[src/rtl/ctlreg_pkg.sv]
package ctlreg_pkg;
  localparam int NREG = 4;
  localparam int IDX_RC  = 0;
  localparam int IDX_SHR = 1;
  localparam int IDX_STB = 2;
  localparam int IDX_TRG = 3;
endpackage

[src/rtl/ctlreg_decode.sv]
module ctlreg_decode #(
  parameter int ADDR_W = 4,
  parameter int NREG   = 4
) (
  input  logic [ADDR_W-1:0] addr,
  input  logic              en,
  output logic [NREG-1:0]   hit
);
  for (genvar i = 0; i < NREG; i++) begin : g_hit
    assign hit[i] = en && (addr == ADDR_W'(i));
  end
endmodule

[src/rtl/ctlreg_rc.sv]
module ctlreg_rc #(
  parameter int W = 32
) (
  input  logic         clk,
  input  logic         rst,
  input  logic         rd_hit,
  input  logic         wr_hit,
  input  logic [W-1:0] wdata,
  output logic [W-1:0] q
);
  always_ff @(posedge clk) begin
    if (rst)         q <= '0;
    else if (wr_hit) q <= wdata;
    else if (rd_hit) q <= '0;
  end


  rc_clear_chk: assert property (@(posedge clk) disable iff (rst)
    (rd_hit && !wr_hit) |=> (q == '0));

  rc_write_wins_chk: assert property (@(posedge clk) disable iff (rst)
    (rd_hit && wr_hit) |=> (q == $past(wdata)));
endmodule

[src/rtl/ctlreg_shared.sv]
module ctlreg_shared #(
  parameter int W = 32
) (
  input  logic         clk,
  input  logic         rst,
  input  logic         bus_hit,
  input  logic [W-1:0] bus_wdata,
  input  logic         own_we,
  input  logic [W-1:0] own_wdata,
  output logic [W-1:0] q
);
  always_ff @(posedge clk) begin
    if (rst)          q <= '0;
    else if (own_we)  q <= own_wdata;
    else if (bus_hit) q <= bus_wdata;
  end


  shr_owner_wins_chk: assert property (@(posedge clk) disable iff (rst)
    own_we |=> (q == $past(own_wdata)));

  shr_bus_store_chk: assert property (@(posedge clk) disable iff (rst)
    (bus_hit && !own_we) |=> (q == $past(bus_wdata)));
endmodule

[src/rtl/ctlreg_evt.sv]
module ctlreg_evt #(
  parameter int         W        = 32,
  parameter logic [W-1:0] STB_INIT = '0
) (
  input  logic         clk,
  input  logic         rst,
  input  logic         stb_hit,
  input  logic         trg_hit,
  input  logic [W-1:0] wdata,
  output logic [W-1:0] stb_q,
  output logic [W-1:0] trg_q,
  output logic         evt_stb,
  output logic         evt_trg
);
  localparam int TBIT = W - 1;

  logic [TBIT-1:0] trg_low;

  assign stb_q = STB_INIT;
  assign trg_q = {1'b0, trg_low};

  always_ff @(posedge clk) begin
    if (rst) begin
      trg_low <= '0;
      evt_stb <= 1'b0;
      evt_trg <= 1'b0;
    end else begin
      evt_stb <= stb_hit;
      evt_trg <= trg_hit && wdata[TBIT];
      if (trg_hit) trg_low <= wdata[TBIT-1:0];
    end
  end


  stb_pulse_chk: assert property (@(posedge clk) disable iff (rst)
    stb_hit |=> evt_stb);

  stb_cause_chk: assert property (@(posedge clk) disable iff (rst)
    evt_stb |-> $past(stb_hit));

  trg_cause_chk: assert property (@(posedge clk) disable iff (rst)
    evt_trg |-> ($past(trg_hit) && $past(wdata[TBIT])));

  trg_quiet_chk: assert property (@(posedge clk) disable iff (rst)
    (trg_hit && !wdata[TBIT]) |=> !evt_trg);
endmodule

[src/rtl/ctlreg_bank.sv]
module ctlreg_bank #(
  parameter int              ADDR_W   = 4,
  parameter int              DATA_W   = 32,
  parameter logic [DATA_W-1:0] STB_INIT = 32'hC0DE_0001
) (
  input  logic              clk,
  input  logic              rst,
  input  logic [ADDR_W-1:0] bus_addr,
  input  logic              bus_we,
  input  logic [DATA_W-1:0] bus_wdata,
  input  logic              bus_re,
  output logic [DATA_W-1:0] bus_rdata,
  input  logic              own_we,
  input  logic [DATA_W-1:0] own_wdata,
  output logic              evt_strobe,
  output logic              evt_trigger
);
  import ctlreg_pkg::*;

  logic [NREG-1:0]   wr_hit;
  logic [NREG-1:0]   rd_hit;
  logic [DATA_W-1:0] val [NREG];
  logic [DATA_W-1:0] rd_mux;

  ctlreg_decode #(.ADDR_W(ADDR_W), .NREG(NREG)) u_wdec (
    .addr(bus_addr), .en(bus_we), .hit(wr_hit));
  ctlreg_decode #(.ADDR_W(ADDR_W), .NREG(NREG)) u_rdec (
    .addr(bus_addr), .en(bus_re), .hit(rd_hit));

  ctlreg_rc #(.W(DATA_W)) u_rc (
    .clk(clk), .rst(rst), .rd_hit(rd_hit[IDX_RC]), .wr_hit(wr_hit[IDX_RC]),
    .wdata(bus_wdata), .q(val[IDX_RC]));

  ctlreg_shared #(.W(DATA_W)) u_shr (
    .clk(clk), .rst(rst), .bus_hit(wr_hit[IDX_SHR]), .bus_wdata(bus_wdata),
    .own_we(own_we), .own_wdata(own_wdata), .q(val[IDX_SHR]));

  ctlreg_evt #(.W(DATA_W), .STB_INIT(STB_INIT)) u_evt (
    .clk(clk), .rst(rst), .stb_hit(wr_hit[IDX_STB]), .trg_hit(wr_hit[IDX_TRG]),
    .wdata(bus_wdata), .stb_q(val[IDX_STB]), .trg_q(val[IDX_TRG]),
    .evt_stb(evt_strobe), .evt_trg(evt_trigger));

  always_comb begin
    rd_mux = '0;
    for (int i = 0; i < NREG; i++) begin
      if (rd_hit[i]) rd_mux = rd_mux | val[i];
    end
  end

  always_ff @(posedge clk) begin
    if (rst) bus_rdata <= '0;
    else     bus_rdata <= rd_mux;
  end


  rd_latency_chk: assert property (@(posedge clk) disable iff (rst)
    (bus_re && bus_addr == ADDR_W'(IDX_SHR)) |=> (bus_rdata == $past(val[IDX_SHR])));

  rd_idle_zero_chk: assert property (@(posedge clk) disable iff (rst)
    !bus_re |=> (bus_rdata == '0));

  trg_top_zero_chk: assert property (@(posedge clk) disable iff (rst)
    (bus_re && bus_addr == ADDR_W'(IDX_TRG)) |=> !bus_rdata[DATA_W-1]);

  unmapped_zero_chk: assert property (@(posedge clk) disable iff (rst)
    (bus_re && bus_addr >= ADDR_W'(NREG)) |=> (bus_rdata == '0));
endmodule

[config.mk]
export PLATFORM = sky130hd
export DESIGN_NAME = ctlreg_bank
export DESIGN_NICKNAME = d
export VERILOG_FILES = /design/src/rtl/ctlreg_pkg.sv /design/src/rtl/ctlreg_decode.sv /design/src/rtl/ctlreg_rc.sv /design/src/rtl/ctlreg_shared.sv /design/src/rtl/ctlreg_evt.sv /design/src/rtl/ctlreg_bank.sv
export SDC_FILE = /design/constraint.sdc
export NUM_CORES = 1
export LEC_CHECK = 0
export ABC_AREA = 1
export BUFFER_PORTS_ARGS = -buffer_cell sky130_fd_sc_hd__buf_4
export CELL_PAD_IN_SITES_DETAIL_PLACEMENT = 1
export CELL_PAD_IN_SITES_GLOBAL_PLACEMENT = 2
export CORE_UTILIZATION = 33
export DETAILED_ROUTE_END_ITERATION = 7
export HOLD_SLACK_MARGIN = 0.12
export MAX_ROUTING_LAYER = met4
export PLACE_DENSITY_LB_ADDON = 0.1
export SYNTH_ARGS = -nofsm -noshare
export SYNTH_HDL_FRONTEND = slang
export SYNTH_SLANG_ARGS = --single-unit
[constraint.sdc]
create_clock -name clk -period 1.8 [get_ports clk]
set_input_delay 0.09 -clock clk [delete_from_list [all_inputs] [get_ports clk]]
set_output_delay 0.09 -clock clk [all_outputs]
set_load 0.01 [all_outputs]
==> results of run 1 <==
==> worst max path at each step <==
stage	end	slack, ns	cells after the start
2_1_floorplan	bus_rdata[15]	0.76	7
3_3_place_gp	u_rc.q[10]	0.36	7
3_5_place_dp	bus_rdata[20]	0.28	7
4_1_cts	u_evt.trg_low[23]	0.36	6
5_1_grt	u_evt.trg_low[14]	0.25	6
6_report	u_evt.trg_low[14]	0.35	6
==> worst reg2reg max path, delay by kind of cell, from the launching register on <==
family | cells | cell delay [ns]
buffers and inverters | 1 | 0.08
flip-flops | 1 | 0.33
AND/OR/NAND/NOR | 3 | 0.32
==> per-layer routing <==
layer  GRT usage (%)  part of all wire [%]  up-vias  wire length (um)
met5               -                     0        -                 0
met4            4.42                  0.73        0               150
met3            4.19                   3.3       11               676
met2            41.9                    50      117             10300
met1            30.5                    46     3035              9500
li1                -                     -     2986                 -
==> what timing repair did <==
item	in CTS	in global routing
resized for setup	0	0
hold buffers	66	0
endpoints found under the hold margin	97	0
==> sequential cells by signal (all words and copies together) (netlist names) <==
name	flops
u_rc.q	32
u_evt.evt_stb	1
u_evt.trg_low	31
u_evt.evt_trg	1
u_shr.q	32
bus_rdata	32
==> power by group <==
| group | switching, mW | internal, mW |
|---|---|---|
| combinational | 0.442 | 0.328 |
| clock | 1.26 | 2.24 |
| sequential | 0.0390 | 2.93 |
| total | 1.74 | 5.50 |
==> kinds of logic after synthesis <==
logic type             count (synthesis)
and+or+nand+nor                      410
buffers and inverters                136
AOI/OAI and AO/OA                    127
DFF                                  129
==> layout make-up <==
cell class | instances | area, um2 | area share (%)
Clock inverter | 10 | 135 | 1.70
Timing Repair Buffer | 194 | 1670 | 21.1
Inverter | 61 | 229 | 2.88
Multi-Input combinational cell | 537 | 2580 | 32.6
Clock buffer | 21 | 460 | 5.80
Tap cell | 220 | 275 | 3.47
Sequential cell | 129 | 2580 | 32.5
==> cell usage after synthesis <==
library cell	number	area share, %
buf_1	14	0.92
a21oi_1	95	8.3
clkinv_1	1	0.065
inv_2	4	0.26
inv_1	56	3.7
o21ai_1	10	0.87
nor3_1	1	0.087
nor2_1	17	1.1
nand3_1	89	7.8
dfxtp_1	129	45
buf_4	8	1.0
nor2_4	2	0.39
nand4_1	96	10
buf_2	25	2.2
o21ai_0	22	1.9
nand2_2	1	0.11
nor2_2	1	0.11
nand3_2	3	0.52
nand4_2	1	0.22
clkbuf_1	28	1.8
nand2_1	199	13
==> metrics.md, run 1 <==
| Metric | Value |
|---|---|
| I/O pins | 107 |
| Setup WS pre-CTS | 0.278 ns |
| Hold endpoint | u_shr.q[11] |
| Final instance area | 0.00794 mm2 |
| Worst setup path class | in -> reg |
| Clk Latency, worst-skew pair | 0.41 ns |
| Mux share of post-synthesis cell area | 0% |
| Placed cell area | 0.00668 mm2 |
| Hold Slack | 0.145 ns |
| Final RePlAce weighted congestion | 0.745 |
| Initial antenna violation count | 0 |
| Clock transition at path regs | 0.06 ns |
| Final hold violations | 0 |
| Synth Area in Adders | 0% |
| GRT Residual Overflow | 0 |
| CTS tree | built |
| Reg2reg setup slack | 1.01 ns |
| CP bufs+invs | 3 |
| First-pass GRT wire length | 33.4 mm |
| Layout Skew | 0.00858 ns |
| CP dominant cell by count | buf_4 |
| Pwr Density | 911 mW/mm2 |
| Filler cell count | 2070 |
| Critical Path RT | 2.14 ns |
| TritonRoute pass-1 iters | 4 |
| WL final | 20.7 mm |
| Row Count | 47 |
| TritonCTS Buffers | 17 |
| Worst r2r src | u_shr.q[13] |
| Max Slew Vio Count | 0 |
| RSZ-0062 raised after global routing | no |
| Maximum vdd drop | 0.648 mV |
| Area growth syn-to-layout | 38.6% |
| Synth Cell Area | 0.00573 mm2 |
| Final Net Count | 1013 |
| Die X | 134 um |
| Worst reg-to-reg path cell count | 4 |
| Largest family of logic cells by synthesized area | simple AND/OR/NAND/NOR gates |
| Worst path arrival time | 1.79 ns |
| Post-CTS Setup Repair Bufs | 0 |
| Yosys cell types | 21 |
| Pin count of the biggest net entering global routing | 75 |
| Mapped Cells | 802 |
| Worst R2R End | bus_rdata[13] |
| Drt wl/cell | 17.6 um |
| Launch point of the worst path | bus_we |
| Final setup viols | 0 |
| CORE AREA | 0.0168 mm2 |
| Die Height | 134 um |
| Root buffer cell | clkbuf_16 |
| Synth Area in Simple Gates | 33.9% |
| Most frequent cells in the layout | nand2_1 (199), dfxtp_1 (129), buf_4 (124) |
| CP Launch Type | input port |
| Iteration-0 DRC Markers | 365 |
| Die Area | 0.0179 mm2 |
| Tcrit/Tclk final | 80.5% |
| Critical path's largest stage delay | 0.54 ns |
| Yosys warns | 0 |
| Slew HR | 55.2% |
| CP max FO | 63 |
| Vias in the first global route | 6477 |
| XOR/XNOR Fraction of Synth Area | 0% |
| Placed Cells | 1075 |
| PortBufs | 106 |
| Drc violations | 0 |
| Initial core utilization | 34.2% |
| DP HPWL | 12.0 mm |
| H-tree depth | 4 |
| Sequential area share after synthesis | 45.1% |
| Worst setup EP type | register |
| Synth Area in Compound Gates | 11.1% |
| Mapped Nets | 875 |
| Antenna Nets Post-Route | 0 |
| DR vias/cell | 5.25 |
| Tmin final | 1.45 ns |
| GRT Total Usage | 24.6% |
| Post-route setup slack | 0.351 ns |
| Fmax | 690 MHz |
| Fin Setup TNS | 0 ns |
| Hold path start | own_we |
| Final core utilization | 47.4% |
| Lkg Pwr | 3.48 nW |
| Critical path's top delay family | buffers and inverters |
| Layout cells sized above 1 | 18.0% |
| Syn Area/Cell | 7.14 um2 |
| Hold Crit Class | in -> reg |
| Final std cells w/o fill | 1172 |
| Status | complete, no violations |
| Worst Max-Slew Pin Slew | 0.672 ns |
| Clock buffer depth | 2 |
| Most common cell after layout, fill and taps aside | nand2_1 |
| Hold depth | 5 |
| Critical path's slowest cell | dlygate4sd3_1 |
| Register bit total from synthesis | 129 |
| Sink Count | 129 |
| Max cap viols | 0 |
| Vias | 6149 |
| PnR Total Power | 7.23 mW |
| CP cell instances | dlygate4sd3_1, buf_4, nand3_2, buf_4, o21ai_0, a21oi_1 |
| Number of diodes | 0 |
(Power assumes the default switching activity.)
==> run 2: changes to the inputs <==
--- a/config.mk
+++ b/config.mk
@@ -9,7 +9,7 @@
 export BUFFER_PORTS_ARGS = -buffer_cell sky130_fd_sc_hd__buf_4
 export CELL_PAD_IN_SITES_DETAIL_PLACEMENT = 1
 export CELL_PAD_IN_SITES_GLOBAL_PLACEMENT = 2
-export CORE_UTILIZATION = 33
+export CORE_UTILIZATION = 31
 export DETAILED_ROUTE_END_ITERATION = 7
 export HOLD_SLACK_MARGIN = 0.12
 export MAX_ROUTING_LAYER = met4
==> constraint.sdc (replaced) <==
create_clock -name clk -period 1.4 [get_ports clk]
set_input_delay 0.07 -clock clk [delete_from_list [all_inputs] [get_ports clk]]
set_output_delay 0.07 -clock clk [all_outputs]
set_load 0.01 [all_outputs]
==> metrics.md, run 2 (synthesis results as in run 1) <==
| Metric | Value |
|---|---|
| Final hold violations | 0 |
| Critical Path RT | 1.77 ns |
| TritonCTS Buffers | 17 |
| Tmin final | 1.26 ns |
| First-pass GRT wire length | 33.2 mm |
| DR vias/cell | 5.13 |
| CP max FO | 21 |
| Number of diodes | 0 |
| Critical path's largest stage delay | 0.54 ns |
| Worst setup EP type | register |
| Lkg Pwr | 3.59 nW |
| Post-route setup slack | 0.135 ns |
| PortBufs | 106 |
| Clk Latency, worst-skew pair | 0.42 ns |
| I/O pins | 107 |
| Maximum vdd drop | 0.841 mV |
| Antenna Nets Post-Route | 0 |
| GRT Total Usage | 23.8% |
| Layout Skew | 0.0131 ns |
| Die Height | 138 um |
| CP cell instances | dlygate4sd3_1, buf_4, nor2_4, buf_4, nand4_1, nand3_1, nand2_1, inv_1 |
| Final core utilization | 45.6% |
| WL final | 20.9 mm |
| H-tree depth | 4 |
| Sink Count | 129 |
| Max Slew Vio Count | 0 |
| Clock buffer depth | 2 |
| Status | complete, no violations |
| Setup WS pre-CTS | -0.0157 ns |
| Hold Crit Class | in -> reg |
| Worst Max-Slew Pin Slew | 0.525 ns |
| CORE AREA | 0.0180 mm2 |
| Final setup viols | 0 |
| Drt wl/cell | 17.3 um |
| Die X | 138 um |
| Drc violations | 0 |
| Clock transition at path regs | 0.06 ns |
| Die Area | 0.0190 mm2 |
| Fin Setup TNS | 0 ns |
| Max cap viols | 0 |
| CTS tree | built |
| Final RePlAce weighted congestion | 0.793 |
| TritonRoute pass-1 iters | 4 |
| DP HPWL | 13.1 mm |
| Vias in the first global route | 6256 |
| Most frequent cells in the layout | nand2_1 (199), buf_4 (138), dfxtp_1 (129) |
| Root buffer cell | clkbuf_16 |
| Row Count | 49 |
| Filler cell count | 2206 |
| Critical path's top delay family | buffers and inverters |
| CP bufs+invs | 4 |
| Worst setup path class | in -> reg |
| Layout cells sized above 1 | 19.5% |
| Initial core utilization | 31.8% |
| CP dominant cell by count | buf_4 |
| Worst path arrival time | 1.64 ns |
| Iteration-0 DRC Markers | 347 |
| Pin count of the biggest net entering global routing | 64 |
| Cts repair resizes | 0 |
| RSZ-0062 raised after global routing | no |
| Pwr Density | 1150 mW/mm2 |
| Largest regs | bus_rdata (32), u_rc.q (32), u_shr.q (32) |
| Initial antenna violation count | 0 |
| Slew HR | 65.0% |
| Most common cell after layout, fill and taps aside | nand2_1 |
| Critical path's slowest cell | dlygate4sd3_1 |
| Tcrit/Tclk final | 90.3% |
| Fmax | 791 MHz |
| Final Net Count | 1038 |
| Area growth syn-to-layout | 43.4% |
| CP Launch Type | input port |
| GRT Residual Overflow | 0 |
| Vias | 6191 |
[run 2: worst min-delay path, cell delays in order]
cell     delay [ns]
buf_4          0.19
o21ai_0        0.14
nand2_1        0.07
a21oi_1        0.05
[run 2: timing repair]
action,in CTS,in global routing
setup endpoints to repair,0,5
hold endpoints to repair,98,0
setup buffers,0,2
hold buffers,74,0
[run 2: final timing paths]
check,from,endpoint,slack [ns],cells past startpoint
setup / recovery,bus_addr[1],bus_rdata[21],0.14,8
hold / removal,own_we,u_shr.q[31],0.15,4
setup reg to reg,u_shr.q[2],bus_rdata[2],0.65,4
hold reg to reg,u_evt.trg_low[20],u_evt.trg_low[20],0.45,2
[run 2: where the power goes]
part / leakage [nW] / internal (mW) / total [mW] / switching, mW
registers: 1.05 / 3.77 / 3.82 / 0.0510
logic: 2.26 / 0.468 / 1.05 / 0.578
clock network: 0.291 / 2.89 / 4.57 / 1.69
[run 2: layer usage]
| layer | up-vias | wire, um | track usage [%] |
|---|---|---|---|
| met5 | - | 0 | - |
| met4 | 0 | 150 | 6.16 |
| met3 | 9 | 650 | 4.28 |
| met2 | 118 | 10500 | 39.6 |
| met1 | 3031 | 9620 | 29.5 |
| li1 | 3033 | - | - |
[run 2: stage by stage]
step	instance area, um2	hold slack (ns)	instances	power (mW)
after floorplan	5730	0.207	802	4.33
after global placement	6840	0.351	1099	4.75
after detailed placement	6840	0.362	1099	4.77
after CTS	8200	0.160	1205	9.54
after global routing	8210	0.169	1207	9.83
final	8210	0.148	1207	9.44
[run 2: area by class of cell]
cell class                      count  area (um2)  share of cell area (%)
Multi-Input combinational cell    537        2580                    31.5
Sequential cell                   129        2580                    31.4
Clock buffer                       19         453                    5.51
Clock inverter                     13         161                    1.96
Tap cell                          229         287                    3.49
Inverter                           61         229                    2.79
Timing Repair Buffer              219        1920                    23.3
==> run 3: changes to the inputs <==
--- a/config.mk
+++ b/config.mk
@@ -6,6 +6,7 @@
 export NUM_CORES = 1
 export LEC_CHECK = 0
 export ABC_AREA = 1
+export ABC_CLOCK_PERIOD_IN_PS = 1400
 export BUFFER_PORTS_ARGS = -buffer_cell sky130_fd_sc_hd__buf_4
 export CELL_PAD_IN_SITES_DETAIL_PLACEMENT = 1
 export CELL_PAD_IN_SITES_GLOBAL_PLACEMENT = 2
==> constraint.sdc (replaced) <==
create_clock -name clk -period 1.4 [get_ports clk]
set_input_delay 0.14 -clock clk [delete_from_list [all_inputs] [get_ports clk]]
set_output_delay 0.14 -clock clk [all_outputs]
set_load 0.01 [all_outputs]
==> metrics.md, run 3 (synthesis results as in run 1) <==
| Metric | Value |
|---|---|
| Largest regs | bus_rdata (32), u_rc.q (32), u_shr.q (32) |
| Fin Setup TNS | 0 ns |
| Die X | 138 um |
| Pwr Density | 1200 mW/mm2 |
| DR vias/cell | 5.12 |
| Iteration-0 DRC Markers | 260 |
| Final RePlAce weighted congestion | 0.758 |
| Layout cells sized above 1 | 19.3% |
| Combinational share of power | 10.5% |
| Root buffer cell | clkbuf_16 |
| RSZ-0062 raised after global routing | no |
| Clk Latency, worst-skew pair | 0.42 ns |
| First-pass GRT wire length | 33.0 mm |
| Sink Count | 129 |
| WL final | 20.9 mm |
| Worst path arrival time | 1.50 ns |
| Final hold violations | 0 |
| Area occupied by multi-input gates | 0.00258 mm2 |
| Status | complete, no violations |
| Final Net Count | 1025 |
| H-tree depth | 4 |
| Filler cell count | 2213 |
| Worst setup path class | in -> reg |
| I/O pins | 107 |
| GRT Residual Overflow | 0 |
| CP dominant cell by count | dlygate4sd3_1 |
| Critical path's largest stage delay | 0.54 ns |
| CP cell instances | dlygate4sd3_1, buf_4, nand4_1, dlygate4sd3_1, nor2_1 |
| Vias in the first global route | 6365 |
| Max cap viols | 0 |
| PortBufs | 106 |
| Area growth syn-to-layout | 41.7% |
| CP Launch Type | input port |
| P_int | 7.44 mW |
| Slew HR | 67.1% |
| Initial core utilization | 31.8% |
| Clock transition at path regs | 0.06 ns |
| Number of diodes | 0 |
| Vias | 6114 |
| CP max FO | 4 |
| PnR Total Power | 9.72 mW |
| Fmax | 823 MHz |
| TritonCTS Buffers | 17 |
| Lkg Pwr | 3.57 nW |
| Sequential power share | 39.3% |
| Worst setup EP type | register |
| Die Height | 138 um |
| Final setup viols | 0 |
| Tmin final | 1.22 ns |
| Die Area | 0.0190 mm2 |
| Antenna Nets Post-Route | 0 |
| Drc violations | 0 |
| GRT Total Usage | 23.6% |
| Max Slew Vio Count | 0 |
| Critical Path RT | 1.69 ns |
| CTS tree | built |
| Post-CTS Setup Repair Bufs | 0 |
| Hold Crit Class | in -> reg |
| Worst Max-Slew Pin Slew | 0.493 ns |
| Most frequent cells in the layout | nand2_1 (199), buf_4 (135), dfxtp_1 (129) |
| Maximum vdd drop | 0.899 mV |
| Pin count of the biggest net entering global routing | 64 |
| DP HPWL | 13.2 mm |
| Layout Skew | 0.00778 ns |
| TritonRoute pass-1 iters | 4 |
| CORE AREA | 0.0180 mm2 |
| Initial antenna violation count | 0 |
| Drt wl/cell | 17.5 um |
| Clock buffer depth | 2 |
| Sw frac | 23.4% |
| Tcrit/Tclk final | 86.8% |
| Row Count | 49 |
| Clock network fraction of total power | 50.2% |
| Most common cell after layout, fill and taps aside | nand2_1 |
| Critical path's slowest cell | dlygate4sd3_1 |
| P_sw | 2.27 mW |
| FF/Latch Area | 0.00258 mm2 |
## run 3: final timing paths
kind                                       start          endpoint  slack, ns  cells after the start
worst max-delay path                      bus_we     u_evt.evt_stb       0.18                      5
worst min-delay path                own_wdata[6]        u_shr.q[6]       0.13                      5
worst max register to register       u_shr.q[19]     bus_rdata[19]       0.61                      4
worst min register to register  u_evt.trg_low[7]  u_evt.trg_low[7]       0.45                      2
## run 3: timing repair
action / in CTS / in global routing
resized for setup: 0 / 0
hold endpoints to repair: 95 / 0
hold buffers: 64 / 0
## run 3: stage by stage
stage,util (%),std cells,instance area [um2],hold WS [ns],setup WS (ns)
global placement,37.9,1098,6840,0.423,0.106
CTS,45.0,1193,8120,0.127,0.198
floorplan,-,802,5730,0.277,0.315
global route,45.0,1193,8120,0.165,0.145
finish,45.0,1193,8120,0.133,0.184
detailed placement,37.9,1098,6840,0.429,0.0131
## run 3: final cells by class
type                            instances  area share (%)
Inverter                               61            2.82
Clock buffer                           20            5.62
Multi-Input combinational cell        537            31.8
Timing Repair Buffer                  206            22.1
Clock inverter                         11            2.28
Sequential cell                       129            31.8
Tap cell                              229            3.53
## run 3: worst max-delay path: cells and delay by family
kind	cells	cell delay, ns
buffers and inverters	3	1.24
and+or+nand+nor	2	0.12
## run 3: power groups by stage
stage | combinational, mW | clock, mW | sequential [mW]
finish | 1.02 | 4.88 | 3.82
global route | 1.12 | 5.14 | 3.82
CTS | 1.03 | 4.97 | 3.81
detailed placement | 0.884 | 0 | 3.89
global placement | 0.858 | 0 | 3.89
floorplan | 0.443 | 0 | 3.88
## run 3: metal layers
layer	share of wire (%)	global-route usage [%]	up-vias	routed length [um]
li1	-	-	3007	-
met1	46	28.5	2986	9720
met2	50	40.4	112	10400
met3	2.8	3.40	9	582
met4	0.98	7.37	0	206
met5	0	-	-	0
